==> src/rtl/adc_seq_pkg.sv <==
package adc_seq_pkg;
   typedef enum logic [1:0] {
      CHOP_REGULAR = 2'b00,
      CHOP_INVERT  = 2'b01,
      CHOP_FLIP_A  = 2'b10,
      CHOP_FLIP_B  = 2'b11
   } chop_mode_e;

   function automatic logic chop_next(input logic [1:0] mode, input logic cur);
      case (mode)
         CHOP_REGULAR: chop_next = 1'b0;
         CHOP_INVERT:  chop_next = 1'b1;
         default:      chop_next = ~cur;
      endcase
   endfunction
endpackage

==> src/rtl/adcseq_edge_latch.sv <==
module adcseq_edge_latch (
   input  logic clk,
   input  logic rst_n,
   input  logic req,
   input  logic consume,
   output logic pend
);
   logic req_q;
   logic rise;

   assign rise = req && !req_q;

   always_ff @(posedge clk) begin
      if (!rst_n) begin
         req_q <= 1'b0;
         pend  <= 1'b0;
      end else begin
         req_q <= req;
         pend  <= (pend && !consume) || rise;
      end
   end

   // A one-clock-wide request must still be booked.
   assert_rise_booked_R6: assert property (@(posedge clk) disable iff (!rst_n)
      (req && !req_q) |=> pend);
   // A booked request not consumed stays booked.
   assert_pend_held_R7: assert property (@(posedge clk) disable iff (!rst_n)
      (pend && !consume) |=> pend);
endmodule

==> src/rtl/adcseq_slot_timer.sv <==
module adcseq_slot_timer #(
   parameter int MAX_SLOTS   = 4,
   parameter int SHORT_TICKS = 2,
   parameter int LONG_TICKS  = 3,
   localparam int SW   = $clog2(MAX_SLOTS),
   localparam int CFGW = $clog2(MAX_SLOTS + 1),
   localparam int CW   = $clog2(LONG_TICKS)
) (
   input  logic            clk,
   input  logic            rst_n,
   input  logic            tick,
   input  logic [CFGW-1:0] slots_cfg,
   input  logic            len_sel,
   output logic            frame_start,
   output logic            slot_start,
   output logic            conv_end,
   output logic [SW-1:0]   slot,
   output logic            long_q
);
   if (MAX_SLOTS < 2) begin : g_bad_slots
      $error("MAX_SLOTS must be at least 2");
   end
   if (SHORT_TICKS < 2 || LONG_TICKS <= SHORT_TICKS) begin : g_bad_len
      $error("conversion lengths must satisfy 2 <= SHORT_TICKS < LONG_TICKS");
   end

   logic [CW-1:0]   cnt_q;
   logic [CFGW-1:0] nsl_q;
   logic [CW-1:0]   lim;
   logic            last_slot;

   assign lim         = long_q ? CW'(LONG_TICKS - 1) : CW'(SHORT_TICKS - 1);
   assign frame_start = tick && (slot == '0) && (cnt_q == '0);
   assign slot_start  = tick && (cnt_q == '0);
   assign conv_end    = tick && (cnt_q == lim);
   assign last_slot   = (CFGW'(slot) == nsl_q - CFGW'(1));

   always_ff @(posedge clk) begin
      if (!rst_n) begin
         slot   <= '0;
         cnt_q  <= '0;
         nsl_q  <= CFGW'(MAX_SLOTS);
         long_q <= 1'b0;
      end else if (tick) begin
         if (frame_start) begin
            nsl_q  <= slots_cfg;
            long_q <= len_sel;
         end
         if (conv_end) begin
            cnt_q <= '0;
            slot  <= last_slot ? '0 : slot + SW'(1);
         end else begin
            cnt_q <= cnt_q + CW'(1);
         end
      end
   end

   // Input assumption: a legal slot count is present whenever a frame opens.
   assert_cfg_legal_R1: assert property (@(posedge clk) disable iff (!rst_n)
      frame_start |-> (slots_cfg >= CFGW'(2) && slots_cfg <= CFGW'(MAX_SLOTS)));
   // The slot index never runs past the latched count.
   assert_slot_in_frame_R1: assert property (@(posedge clk) disable iff (!rst_n)
      (tick && !frame_start) |-> (CFGW'(slot) < nsl_q));
   // Input assumption: the timebase enable is a single-clock pulse.
   assert_tick_pulse_R2: assert property (@(posedge clk) disable iff (!rst_n)
      tick |=> !tick);
endmodule

==> src/rtl/adcseq_result_fmt.sv <==
module adcseq_result_fmt #(
   parameter int DW    = 22,
   parameter int SHIFT = 9,
   localparam int MW   = DW + SHIFT
) (
   input  logic          long_res,
   input  logic [DW-1:0] data,
   output logic [MW-1:0] word
);
   if (DW < 2) begin : g_bad_dw
      $error("DW must be at least 2");
   end

   logic [DW-1:0] kept;
   assign kept = long_res ? data : {1'b0, data[DW-2:0]};

   if (SHIFT == 0) begin : g_noshift
      assign word = kept;
   end else begin : g_shift
      assign word = {kept, {SHIFT{1'b0}}};
   end
endmodule

==> src/rtl/adc_frame_seq.sv <==
module adc_frame_seq #(
   parameter int MAX_SLOTS   = 4,
   parameter int CHW         = 3,
   parameter int DW          = 22,
   parameter int SHIFT       = 9,
   parameter int SHORT_TICKS = 2,
   parameter int LONG_TICKS  = 3,
   localparam int SW   = $clog2(MAX_SLOTS),
   localparam int CFGW = $clog2(MAX_SLOTS + 1),
   localparam int AW   = $clog2(2 * MAX_SLOTS),
   localparam int MW   = DW + SHIFT
) (
   input  logic                     clk,
   input  logic                     rst_n,
   input  logic                     tick,
   input  logic [CFGW-1:0]          slots_cfg,
   input  logic                     len_sel,
   input  logic                     alt_req,
   input  logic [1:0]               chop_mode,
   input  logic [MAX_SLOTS*CHW-1:0] norm_map,
   input  logic [MAX_SLOTS*CHW-1:0] alt_map,
   input  logic [DW-1:0]            conv_data,
   output logic                     conv_start,
   output logic [CHW-1:0]           chan_sel,
   output logic                     wr_en,
   output logic [AW-1:0]            wr_addr,
   output logic [MW-1:0]            wr_data,
   output logic                     engine_start,
   output logic                     alt_active,
   output logic                     chop_pol
);
   import adc_seq_pkg::*;

   if (CHW < 1) begin : g_bad_chw
      $error("CHW must be at least 1");
   end

   logic          frame_start, slot_start, conv_end, long_q, alt_pend, use_alt;
   logic [SW-1:0] slot;
   logic [MW-1:0] fmt_word;
   logic [CHW-1:0] nmap [MAX_SLOTS];
   logic [CHW-1:0] amap [MAX_SLOTS];

   for (genvar i = 0; i < MAX_SLOTS; i++) begin : g_unpack
      assign nmap[i] = norm_map[i*CHW +: CHW];
      assign amap[i] = alt_map[i*CHW +: CHW];
   end

   adcseq_slot_timer #(
      .MAX_SLOTS(MAX_SLOTS), .SHORT_TICKS(SHORT_TICKS), .LONG_TICKS(LONG_TICKS)
   ) u_timer (
      .clk(clk), .rst_n(rst_n), .tick(tick), .slots_cfg(slots_cfg), .len_sel(len_sel),
      .frame_start(frame_start), .slot_start(slot_start), .conv_end(conv_end),
      .slot(slot), .long_q(long_q)
   );

   adcseq_edge_latch u_alt (
      .clk(clk), .rst_n(rst_n), .req(alt_req), .consume(frame_start), .pend(alt_pend)
   );

   adcseq_result_fmt #(.DW(DW), .SHIFT(SHIFT)) u_fmt (
      .long_res(long_q), .data(conv_data), .word(fmt_word)
   );

   assign use_alt = frame_start ? alt_pend : alt_active;

   always_ff @(posedge clk) begin
      if (!rst_n) begin
         conv_start   <= 1'b0;
         chan_sel     <= '0;
         wr_en        <= 1'b0;
         wr_addr      <= '0;
         wr_data      <= '0;
         engine_start <= 1'b0;
         alt_active   <= 1'b0;
         chop_pol     <= 1'b0;
      end else begin
         conv_start   <= 1'b0;
         wr_en        <= 1'b0;
         engine_start <= 1'b0;
         if (slot_start) begin
            conv_start <= 1'b1;
            chan_sel   <= use_alt ? amap[slot] : nmap[slot];
         end
         if (frame_start) begin
            engine_start <= 1'b1;
            alt_active   <= alt_pend;
            chop_pol     <= chop_next(chop_mode, chop_pol);
         end
         if (conv_end) begin
            wr_en   <= 1'b1;
            wr_addr <= AW'(slot) + (alt_active ? AW'(MAX_SLOTS) : AW'(0));
            wr_data <= fmt_word;
         end
      end
   end

   // Polarity moves only together with a frame start.
   assert_pol_frame_R8: assert property (@(posedge clk) disable iff (!rst_n)
      !$stable(chop_pol) |-> engine_start);
   // The alternate flag moves only at a frame boundary.
   assert_alt_frame_R6: assert property (@(posedge clk) disable iff (!rst_n)
      !$stable(alt_active) |-> engine_start);
   // Every frame start also opens the first slot.
   assert_eng_slot_R9: assert property (@(posedge clk) disable iff (!rst_n)
      engine_start |-> conv_start);
   // A write and a slot start never fall on the same tick.
   assert_no_overlap_R2: assert property (@(posedge clk) disable iff (!rst_n)
      !(wr_en && conv_start));
   // Input assumption: alt_req is low as reset is released.
   assert_alt_quiet_R10: assert property (@(posedge clk)
      !rst_n |=> (!rst_n || !alt_req));
endmodule

==> config.mk <==
export PLATFORM = sky130hd
export DESIGN_NAME = adc_frame_seq
export DESIGN_NICKNAME = d
export VERILOG_FILES = /design/src/rtl/adc_seq_pkg.sv /design/src/rtl/adcseq_edge_latch.sv /design/src/rtl/adcseq_slot_timer.sv /design/src/rtl/adcseq_result_fmt.sv /design/src/rtl/adc_frame_seq.sv
export SDC_FILE = /design/constraint.sdc
export NUM_CORES = 1
export LEC_CHECK = 0
export BUFFER_PORTS_ARGS = -buffer_cell sky130_fd_sc_hd__buf_2
export CAP_MARGIN = 20
export CORE_MARGIN = 5
export CORE_UTILIZATION = 54
export CTS_BUF_LIST = sky130_fd_sc_hd__clkbuf_8
export DETAILED_ROUTE_END_ITERATION = 6
export PLACE_DENSITY = 0.88
export SYNTH_ARGS = -nofsm -noshare
export SYNTH_HDL_FRONTEND = slang
export SYNTH_HIERARCHICAL = 1
export SYNTH_SLANG_ARGS = --single-unit
==> constraint.sdc <==
create_clock -name clk -period 3 [get_ports clk]
set_input_delay 0.9 -clock clk [delete_from_list [all_inputs] [get_ports clk]]
set_output_delay 0.9 -clock clk [all_outputs]
set_load 0.1 [all_outputs]
==> impl_metrics.env, run 1 <==
export IMPL_status="completed"
export IMPL_drive_gt1_share_pct=39.0
export IMPL_routed_wl_um=4700
export IMPL_die_width_um=77.8
export IMPL_r2r_end="chan_sel[1]"
export IMPL_grt_pass1_vias=1716
export IMPL_drtPass1Iterations=3
export IMPL_drc=0
export IMPL_synthArstFlopShare_pct=0
export IMPL_placementRows=24
export IMPL_fmax_ghz=0.479
export IMPL_nets=366
export IMPL_yosys_area_share_simple_pct=14.4
export IMPL_crit_cells=1
export IMPL_synth_top_family_by_area="multiplexers"
export IMPL_fillCellCount=350
export IMPL_yosysSeqAreaShare_pct=41.9
export IMPL_rsz0062_at_grt="no"
export IMPL_dieArea_um2=6060
export IMPL_coreArea_um2=4410
export IMPL_synth_edf_count=0
export IMPL_setup_tns_ns=0
export IMPL_critical_path_top_delay_family="buffers and inverters"
export IMPL_cp_end_kind="primary output"
export IMPL_dr_total_vias=1755
export IMPL_drtIter0Drc=64
export IMPL_whs_endpoint="chop_pol"
export IMPL_wl_per_cell_um=13.1
export IMPL_grt_most_used_layer="met2"
export IMPL_cts_root_buf="clkbuf_8"
export IMPL_ys_ff_latch=52
export IMPL_areaGrowthSynthToFinish_pct=17.5
export IMPL_synthFlopType="dfxtp_1"
export IMPL_die_h_um=77.8
export IMPL_ios=98
export IMPL_clk_latency_ns=0.30
export IMPL_cap_violations=0
export IMPL_cts_max_path_buffers=2
export IMPL_hold_class="reg2reg"
export IMPL_yosys_area_top_type="dfxtp_1"
export IMPL_slowest_delay_ns=0.47
export IMPL_cts_buffers=5
export IMPL_avgViaCountPerCell=4.88
export IMPL_synth_fa_ha_area_share_pct=1.51
export IMPL_finalClockSkew_ns=0.00391
export IMPL_grt_pass1_wl_um=7860
export IMPL_period_share_pct=69.7
export IMPL_use_met1_pct=20.0
export IMPL_synth_xor_area_share_pct=1.06
export IMPL_antenna_cells=0
export IMPL_synth_compound_area_share_pct=5.19
export IMPL_synthMuxAreaShare_pct=22.9
export IMPL_clkSlewWorstSetupHoldPaths_ns=0.09
export IMPL_synth_top_area_share_pct=41.9
export IMPL_hold_depth=2
export IMPL_dp_cells=352
export IMPL_ys_types=33
export IMPL_ir_drop_mv=0.333
export IMPL_ys_top_cells_by_area="dfxtp_1 (42%), mux2i_1 (17%), buf_4 (10%)"
export IMPL_cp_start_kind="register"
export IMPL_synthCells=233
export IMPL_htreeDepth=2
export IMPL_grt_ovfl_total=0
export IMPL_place_gp_congestion=0.772
export IMPL_worst_slew_pin_slew_ns=0.532
export IMPL_grt_max_degree=29
export IMPL_final_cell_count_no_fill=360
export IMPL_use_met2_pct=25.2
export IMPL_ctsResizeCount=0
export IMPL_p_total_mw=1.60
export IMPL_grtUsageMet3_pct=4.86
export IMPL_drv_slew=0
export IMPL_crit_arrival_ns=1.19
export IMPL_syn_area_um2=2480
export IMPL_r2r_start="u_timer/slot[0]"
export IMPL_cts_tree="done"
export IMPL_min_from="chop_pol"
export IMPL_final_util_pct=66.2
export IMPL_post_cts_setup_buffers=0
export IMPL_crit_slowest_cell="buf_2"
export IMPL_critPathBufInv=1
export IMPL_period_minus_slack_ns=2.09
export IMPL_cts_num_sinks=52
export IMPL_worstPathCellList="buf_2"
export IMPL_start_util_pct=56.3
export IMPL_avgSynthCellArea_um2=10.7
export IMPL_p_leak_nw=1.32
export IMPL_grt_use_total_pct=15.9
export IMPL_crit_fanout=3
export IMPL_slew_limit_headroom_pct=64.5
export IMPL_port_buffers=97
export IMPL_r2r_slack_ns=0.98
export IMPL_antenna_found_initial=0
export IMPL_dp_hpwl_um=3650
export IMPL_worstSetupPathType="reg2out"
export IMPL_ant_nets=0
export IMPL_finalSetupViolations=0
export IMPL_hold_worst_slack_ns=0.477
export IMPL_r2r_cells=7
export IMPL_cts_hold_buffers_added=0
export IMPL_final_hold_viol_count=0
export IMPL_power_density_nw_per_um2=548
export IMPL_yosys_warnings=6
export IMPL_required_ns=2.10
sequential cells by signal, indices dropped and copies added (netlist names), named ones only:
| register | flops |
|---|---|
| chan_sel | 3 |
| chop_pol | 1 |
| conv_start | 1 |
| engine_start | 1 |
| u_alt/pend | 1 |
| u_alt/req_q | 1 |
| u_timer/cnt_q | 2 |
| u_timer/long_q | 1 |
| u_timer/nsl_q | 3 |
| u_timer/slot | 2 |
| wr_addr | 3 |
| wr_data | 31 |
| wr_en | 1 |
power breakdown:
group	total, mW	internal [mW]	switching [mW]
registers	0.749	0.725	0.0243
logic	0.398	0.123	0.275
clock network	0.455	0.244	0.211
area by class of cell:
| cell class | instances | area (µm²) | area share, % |
|---|---|---|---|
| clock buffer | 5 | 68.8 | 2.36 |
| clock inverter | 3 | 38.8 | 1.33 |
| inverter | 9 | 33.8 | 1.16 |
| multi-input combinational | 139 | 1150 | 39.5 |
| sequential | 52 | 1040 | 35.6 |
| tap | 52 | 65.1 | 2.23 |
| timing repair buffer | 100 | 520 | 17.8 |
through the flow:
stage | setup WS (ns) | cell area (µm²)
floorplan | 0.930 | 2510
global placement | 0.835 | 2810
detailed placement | 0.747 | 2810
CTS | 0.897 | 2920
global route | 0.814 | 2920
finish | 0.910 | 2920
routing by layer:
metal / up-vias / wire (µm)
li1: 891 / -
met1: 786 / 2050
met2: 66 / 2150
met3: 12 / 403
met4: 0 / 91
met5: - / 0
how the worst max path moves through the flow:
stage / startpoint / to / slack (ns)
finish: register / alt_active / 0.91
global route: u_timer/slot[0] / chan_sel[1] / 0.81
CTS: register / alt_active / 0.90
detailed placement: tick / chan_sel[1] / 0.75
global placement: tick / chan_sel[2] / 0.84
floorplan: tick / chan_sel[0] / 0.93
cell families (layout without fill, tap and decap cells):
logic type               after synthesis  count (layout)
AO/OA/AOI/OAI                         19              19
XOR/XNOR                               3               3
adder cells (fa/ha/maj)                3               3
buffers and inverters                 50             117
flip-flops                            52              52
multiplexers                          48              48
other                                  1               9
AND/OR/NAND/NOR                       57              57
synthesized netlist by cell type (3+ instances only):
| cell type | number |
|---|---|
| nand2_1 | 4 |
| nor2b_1 | 36 |
| clkbuf_1 | 5 |
| nor2_1 | 3 |
| mux4_2 | 6 |
| dfxtp_1 | 52 |
| mux2i_1 | 41 |
| o21ai_0 | 7 |
| and2_1 | 6 |
| ha_1 | 3 |
| a21oi_1 | 5 |
| buf_4 | 33 |
| inv_1 | 9 |
placed cells by master, fill, tap and decap left out, types with 2 or more instances in the layout:
master and n:
a21oi_1 5, and2_1 6, buf_2 97, buf_4 2, clkbuf_8 5, conb_1 9, dfxtp_1 52, ha_1 3
inv_1 10, mux2i_1 41, mux4_2 6, nand2_1 4, nor2_1 3, nor2b_1 36, o2111ai_1 2, o21ai_0 7
xnor2_1 2
(Power assumes the default switching activity.)
==> inputs of run 2 (changes only) <==
Settings changed: CORE_UTILIZATION 54 to 46, PLACE_DENSITY 0.88 to 0.79.
Clock period 3 ns to 1.9 ns, I/O delays scaled along.
==> run 2 against run 1 <==
  * Sequential cell count unchanged
  * Sequential power up 58%
  * Clock-buffer cell count up 1
  * Via count down 1.9%
  * Final area up 1.7%
  * Non-clock buffer count up 4
  * Routed wire length up 6.3%
  * Sequential share of layout area down 0.60 points
  * Die area up 15%
  * Register-to-register slack worse by 0.74 ns
  * Core utilization down 8.7 points
  * Combinational power up 63%
==> impl_metrics.env, run 2 (synthesis gave the netlist of run 1 again) <==
export IMPL_coreArea_um2=5170
export IMPL_required_ns=1.33
export IMPL_layout_common_cells="buf_2 (97), dfxtp_1 (52), mux2i_1 (41)"
export IMPL_p_leak_nw=1.33
export IMPL_finalSetupViolations=0
export IMPL_period_minus_slack_ns=1.73
export IMPL_p_sw_uw=812
export IMPL_routed_wl_um=5000
export IMPL_power_density_nw_per_um2=825
export IMPL_stdcell_area_um2=2970
export IMPL_post_cts_setup_buffers=0
export IMPL_fmax_ghz=0.579
export IMPL_antenna_found_initial=0
export IMPL_grt_use_total_pct=14.6
export IMPL_placement_cell_area_um2=2880
export IMPL_hold_class="in2reg"
export IMPL_dp_hpwl_um=3900
export IMPL_placementRows=26
export IMPL_antenna_cells=0
export IMPL_slowest_delay_ns=0.46
export IMPL_crit_fanout=3
export IMPL_r2r_start="u_timer/cnt_q[0]"
export IMPL_critical_path_top_delay_family="buffers and inverters"
export IMPL_power_frac_seq_pct=48.0
export IMPL_cp_end_kind="primary output"
export IMPL_areaGrowthSynthToFinish_pct=19.5
export IMPL_r2r_end="chan_sel[0]"
export IMPL_drc=0
export IMPL_period_share_pct=90.9
export IMPL_worstPathCellList="buf_2"
export IMPL_cts_hold_buffers_added=0
export IMPL_drive_gt1_share_pct=40.1
export IMPL_r2r_cells=7
export IMPL_dr_total_vias=1721
export IMPL_crit_arrival_ns=1.16
export IMPL_grt_ovfl_total=0
export IMPL_cap_violations=0
export IMPL_combPwrFrac_pct=26.5
export IMPL_cts_buffers=5
export IMPL_wl_per_cell_um=13.1
export IMPL_cts_max_path_buffers=2
export IMPL_die_width_um=83.5
export IMPL_status="completed"
export IMPL_final_common_cell="buf_2"
export IMPL_ios=98
export IMPL_swShare_pct=33.1
export IMPL_final_cell_count_no_fill=382
export IMPL_p_int_mw=1.64
export IMPL_start_util_pct=48.0
export IMPL_worstSetupPathType="reg2out"
export IMPL_ctsResizeCount=0
export IMPL_grt_pass1_vias=1745
export IMPL_largest_reg_flops=31
export IMPL_cts_num_sinks=52
export IMPL_crit_cells=1
export IMPL_dp_cells=374
export IMPL_clk_latency_ns=0.29
export IMPL_htreeDepth=2
export IMPL_cp_endpoint="alt_active"
export IMPL_critPathBufInv=1
export IMPL_cts_tree="done"
export IMPL_dieArea_um2=6970
export IMPL_p_total_mw=2.45
export IMPL_cts_root_buf="clkbuf_8"
export IMPL_nets=370
export IMPL_setup_tns_ns=0
export IMPL_clockPowerShare_pct=25.6
export IMPL_grt_pass1_wl_um=8380
export IMPL_rsz0062_at_grt="no"
export IMPL_crit_slowest_cell="buf_2"
export IMPL_drtPass1Iterations=2
export IMPL_avgViaCountPerCell=4.51
export IMPL_largest_register="wr_data"
export IMPL_clkSlewWorstSetupHoldPaths_ns=0.09
export IMPL_finalClockSkew_ns=0.00821
export IMPL_drv_slew=0
export IMPL_ant_nets=0
export IMPL_final_hold_viol_count=0
export IMPL_cp_start_kind="register"
export IMPL_drtIter0Drc=34
export IMPL_die_h_um=83.5
export IMPL_grt_max_degree=20
export IMPL_ir_drop_mv=0.369
export IMPL_port_buffers=97
export IMPL_final_util_pct=57.4
export IMPL_place_gp_congestion=0.801
export IMPL_r2r_slack_ns=0.24
==> run 2: how the worst min path moves through the flow <==
| stage | from | end | depth (start not counted) |
|---|---|---|---|
| 6_report | slots_cfg[2] | u_timer/nsl_q[2] | 3 |
| 3_5_place_dp | chop_pol | chop_pol | 2 |
| 5_1_grt | slots_cfg[2] | u_timer/nsl_q[2] | 3 |
| 4_1_cts | slots_cfg[2] | u_timer/nsl_q[2] | 3 |
| 2_1_floorplan | u_timer/nsl_q[1] | u_timer/nsl_q[1] | 2 |
| 3_3_place_gp | chop_pol | chop_pol | 2 |
==> run 2: metrics by stage <==
step / hold WS (ns) / worst slack, ns
CTS: 0.477 / 0.146
finish: 0.484 / 0.173
floorplan: 0.463 / 0.160
global placement: 0.452 / 0.179
detailed placement: 0.472 / 0.120
global route: 0.470 / 0.0628
==> run 2: tightest hold or removal path: stages <==
cell	delay, ns
buf_2	0.08
mux2i_1	0.05
nand2_1	0.06
==> run 2: layout make-up <==
cell class / instances / area, µm²
Sequential cell: 52 / 1040
Fill cell: 455 / 2200
Inverter: 9 / 33.8
Tap cell: 70 / 87.6
Timing Repair Buffer: 104 / 563
Clock inverter: 2 / 10.0
Multi-Input combinational cell: 139 / 1150
Clock buffer: 6 / 82.6
==> run 2: power by group through the flow <==
stage	Sequential [mW]	Combinational (mW)	Clock, mW
finish	1.18	0.649	0.626
global route	1.18	0.692	0.711
CTS	1.18	0.654	0.659
detailed placement	1.20	0.653	0
global placement	1.20	0.643	0
floorplan	1.49	0.262	0
==> run 2: per-layer routing <==
metal  wire length (µm)  vias up  share of wire, %  GRT usage (%)
met3                395        8               7.9           6.12
met5                  0        -                 0              0
met4                 44        0              0.88           4.53
met1               2120      753                42           17.1
met2               2440       63                49           24.2
li1                   -      897                 -              -
==> inputs of run 3 (changes only) <==
Settings changed: CORE_ASPECT_RATIO set to 1.25.
==> run 3 against run 2 <==
  * Sequential cell count unchanged
  * First-iteration DRC count increased by 74%
  * Power increased by 3.7%
  * Critical endpoint unchanged
  * Largest cell class unchanged
  * Hold slack got worse by 0.0023 ns
==> impl_metrics.env, run 3 (synthesis gave the netlist of run 1 again) <==
export IMPL_status="completed"
export IMPL_areaGrowthSynthToFinish_pct=19.0
export IMPL_use_met1_pct=16.1
export IMPL_fmax_ghz=0.576
export IMPL_final_util_pct=55.5
export IMPL_clkSlewWorstSetupHoldPaths_ns=0.09
export IMPL_grt_most_used_layer="met2"
export IMPL_finalClockSkew_ns=0.00255
export IMPL_layout_common_cells="buf_2 (97), dfxtp_1 (52), mux2i_1 (41)"
export IMPL_cts_tree="done"
export IMPL_drtPass1Iterations=3
export IMPL_critical_path_top_delay_family="buffers and inverters"
export IMPL_antenna_cells=0
export IMPL_grt_use_total_pct=13.7
export IMPL_grt_ovfl_total=0
export IMPL_grt_pass1_vias=1618
export IMPL_place_gp_congestion=0.757
export IMPL_cts_root_buf="clkbuf_8"
export IMPL_cts_hold_buffers_added=0
export IMPL_power_density_nw_per_um2=860
export IMPL_p_leak_nw=1.33
export IMPL_largest_register="wr_data"
export IMPL_cap_violations=0
export IMPL_grt_max_degree=30
export IMPL_clk_latency_ns=0.29
export IMPL_avgViaCountPerCell=4.68
export IMPL_dr_total_vias=1755
export IMPL_drc=0
export IMPL_dp_hpwl_um=3620
export IMPL_required_ns=1.33
export IMPL_wl_per_cell_um=12.5
export IMPL_port_buffers=97
export IMPL_largest_reg_flops=31
export IMPL_dieArea_um2=6980
export IMPL_final_common_cell="buf_2"
export IMPL_antenna_found_initial=0
export IMPL_htreeDepth=2
export IMPL_placementRows=30
export IMPL_crit_arrival_ns=1.17
export IMPL_drv_slew=0
export IMPL_cp_end_kind="primary output"
export IMPL_period_minus_slack_ns=1.74
export IMPL_fillCellCount=488
export IMPL_coreArea_um2=5330
export IMPL_start_util_pct=46.6
export IMPL_cts_num_sinks=52
export IMPL_die_h_um=92.2
export IMPL_ctsResizeCount=0
export IMPL_ant_nets=0
export IMPL_grtUsageMet3_pct=3.51
export IMPL_routed_wl_um=4680
export IMPL_crit_fanout=3
export IMPL_drive_gt1_share_pct=39.5
export IMPL_worstPathCellList="buf_2"
export IMPL_finalSetupViolations=0
export IMPL_cp_start_kind="register"
export IMPL_ir_drop_mv=0.415
export IMPL_hold_class="in2reg"
export IMPL_crit_slowest_cell="buf_2"
export IMPL_use_met2_pct=24.0
export IMPL_final_hold_viol_count=0
export IMPL_critPathBufInv=1
export IMPL_rsz0062_at_grt="no"
export IMPL_post_cts_setup_buffers=0
export IMPL_cts_buffers=5
export IMPL_slowest_delay_ns=0.46
export IMPL_cts_max_path_buffers=2
export IMPL_ios=98
export IMPL_nets=369
export IMPL_setup_tns_ns=0
export IMPL_die_width_um=75.7
export IMPL_period_share_pct=91.4
export IMPL_grt_pass1_wl_um=7490
export IMPL_worstSetupPathType="reg2out"
export IMPL_drtIter0Drc=59
==> run 3: cell count changes in the layout (fill, tap and decap cells not counted) <==
cell | before | now
bufinv_16 | 0 | 1
inv_1 | 9 | 10
clkbuf_8 | 6 | 5
clkinv_2 | 2 | 1
buf_12 | 2 | 1
==> run 3: report_power, final <==
group          total, mW  switching [mW]  internal [mW]  leakage [nW]
combinational      0.641           0.441          0.199         0.848
clock              0.725           0.339          0.386        0.0593
sequential          1.18          0.0321           1.14         0.424
==> run 3: through the flow <==
step	hold WS (ns)	total power, mW	worst slack (ns)	cells	cell area, µm²
after floorplan	0.463	1.75	0.160	241	2510
after global placement	0.463	1.84	0.184	367	2850
after detailed placement	0.474	1.85	0.149	367	2850
after CTS	0.476	2.58	0.141	375	2960
after global routing	0.472	2.67	0.125	375	2960
final	0.481	2.54	0.163	375	2960
==> run 3: path summary, 6_finish.rpt <==
check	start	to	slack [ns]	cells after the start
setup / recovery	register	alt_active	0.16	1
hold / removal	slots_cfg[2]	u_timer/nsl_q[2]	0.48	3
setup reg to reg	u_timer/cnt_q[0]	chan_sel[1]	0.29	7
hold reg to reg	chop_pol	chop_pol	0.49	2
==> run 3: routing by layer <==
metal  wire [µm]  vias up
met1        1860      810
met2        2500       44
met5           0        -
met4          53        0
met3         269        5
li1            -      896
==> run 3: tightest hold or removal path, stage by stage <==
cell and delay, ns:
buf_2 0.07, mux2i_1 0.05, nand2_1 0.05
==> run 3: final cells by class <==
class	instances	area (µm²)	share of cell area, %
clock buffers	5	68.8	2.33
clock inverters	3	38.8	1.31
inverters	9	33.8	1.14
multi-input cells	139	1150	39.0
flip-flops and latches	52	1040	35.2
well taps	64	80.1	2.71
repair buffers	103	543	18.4
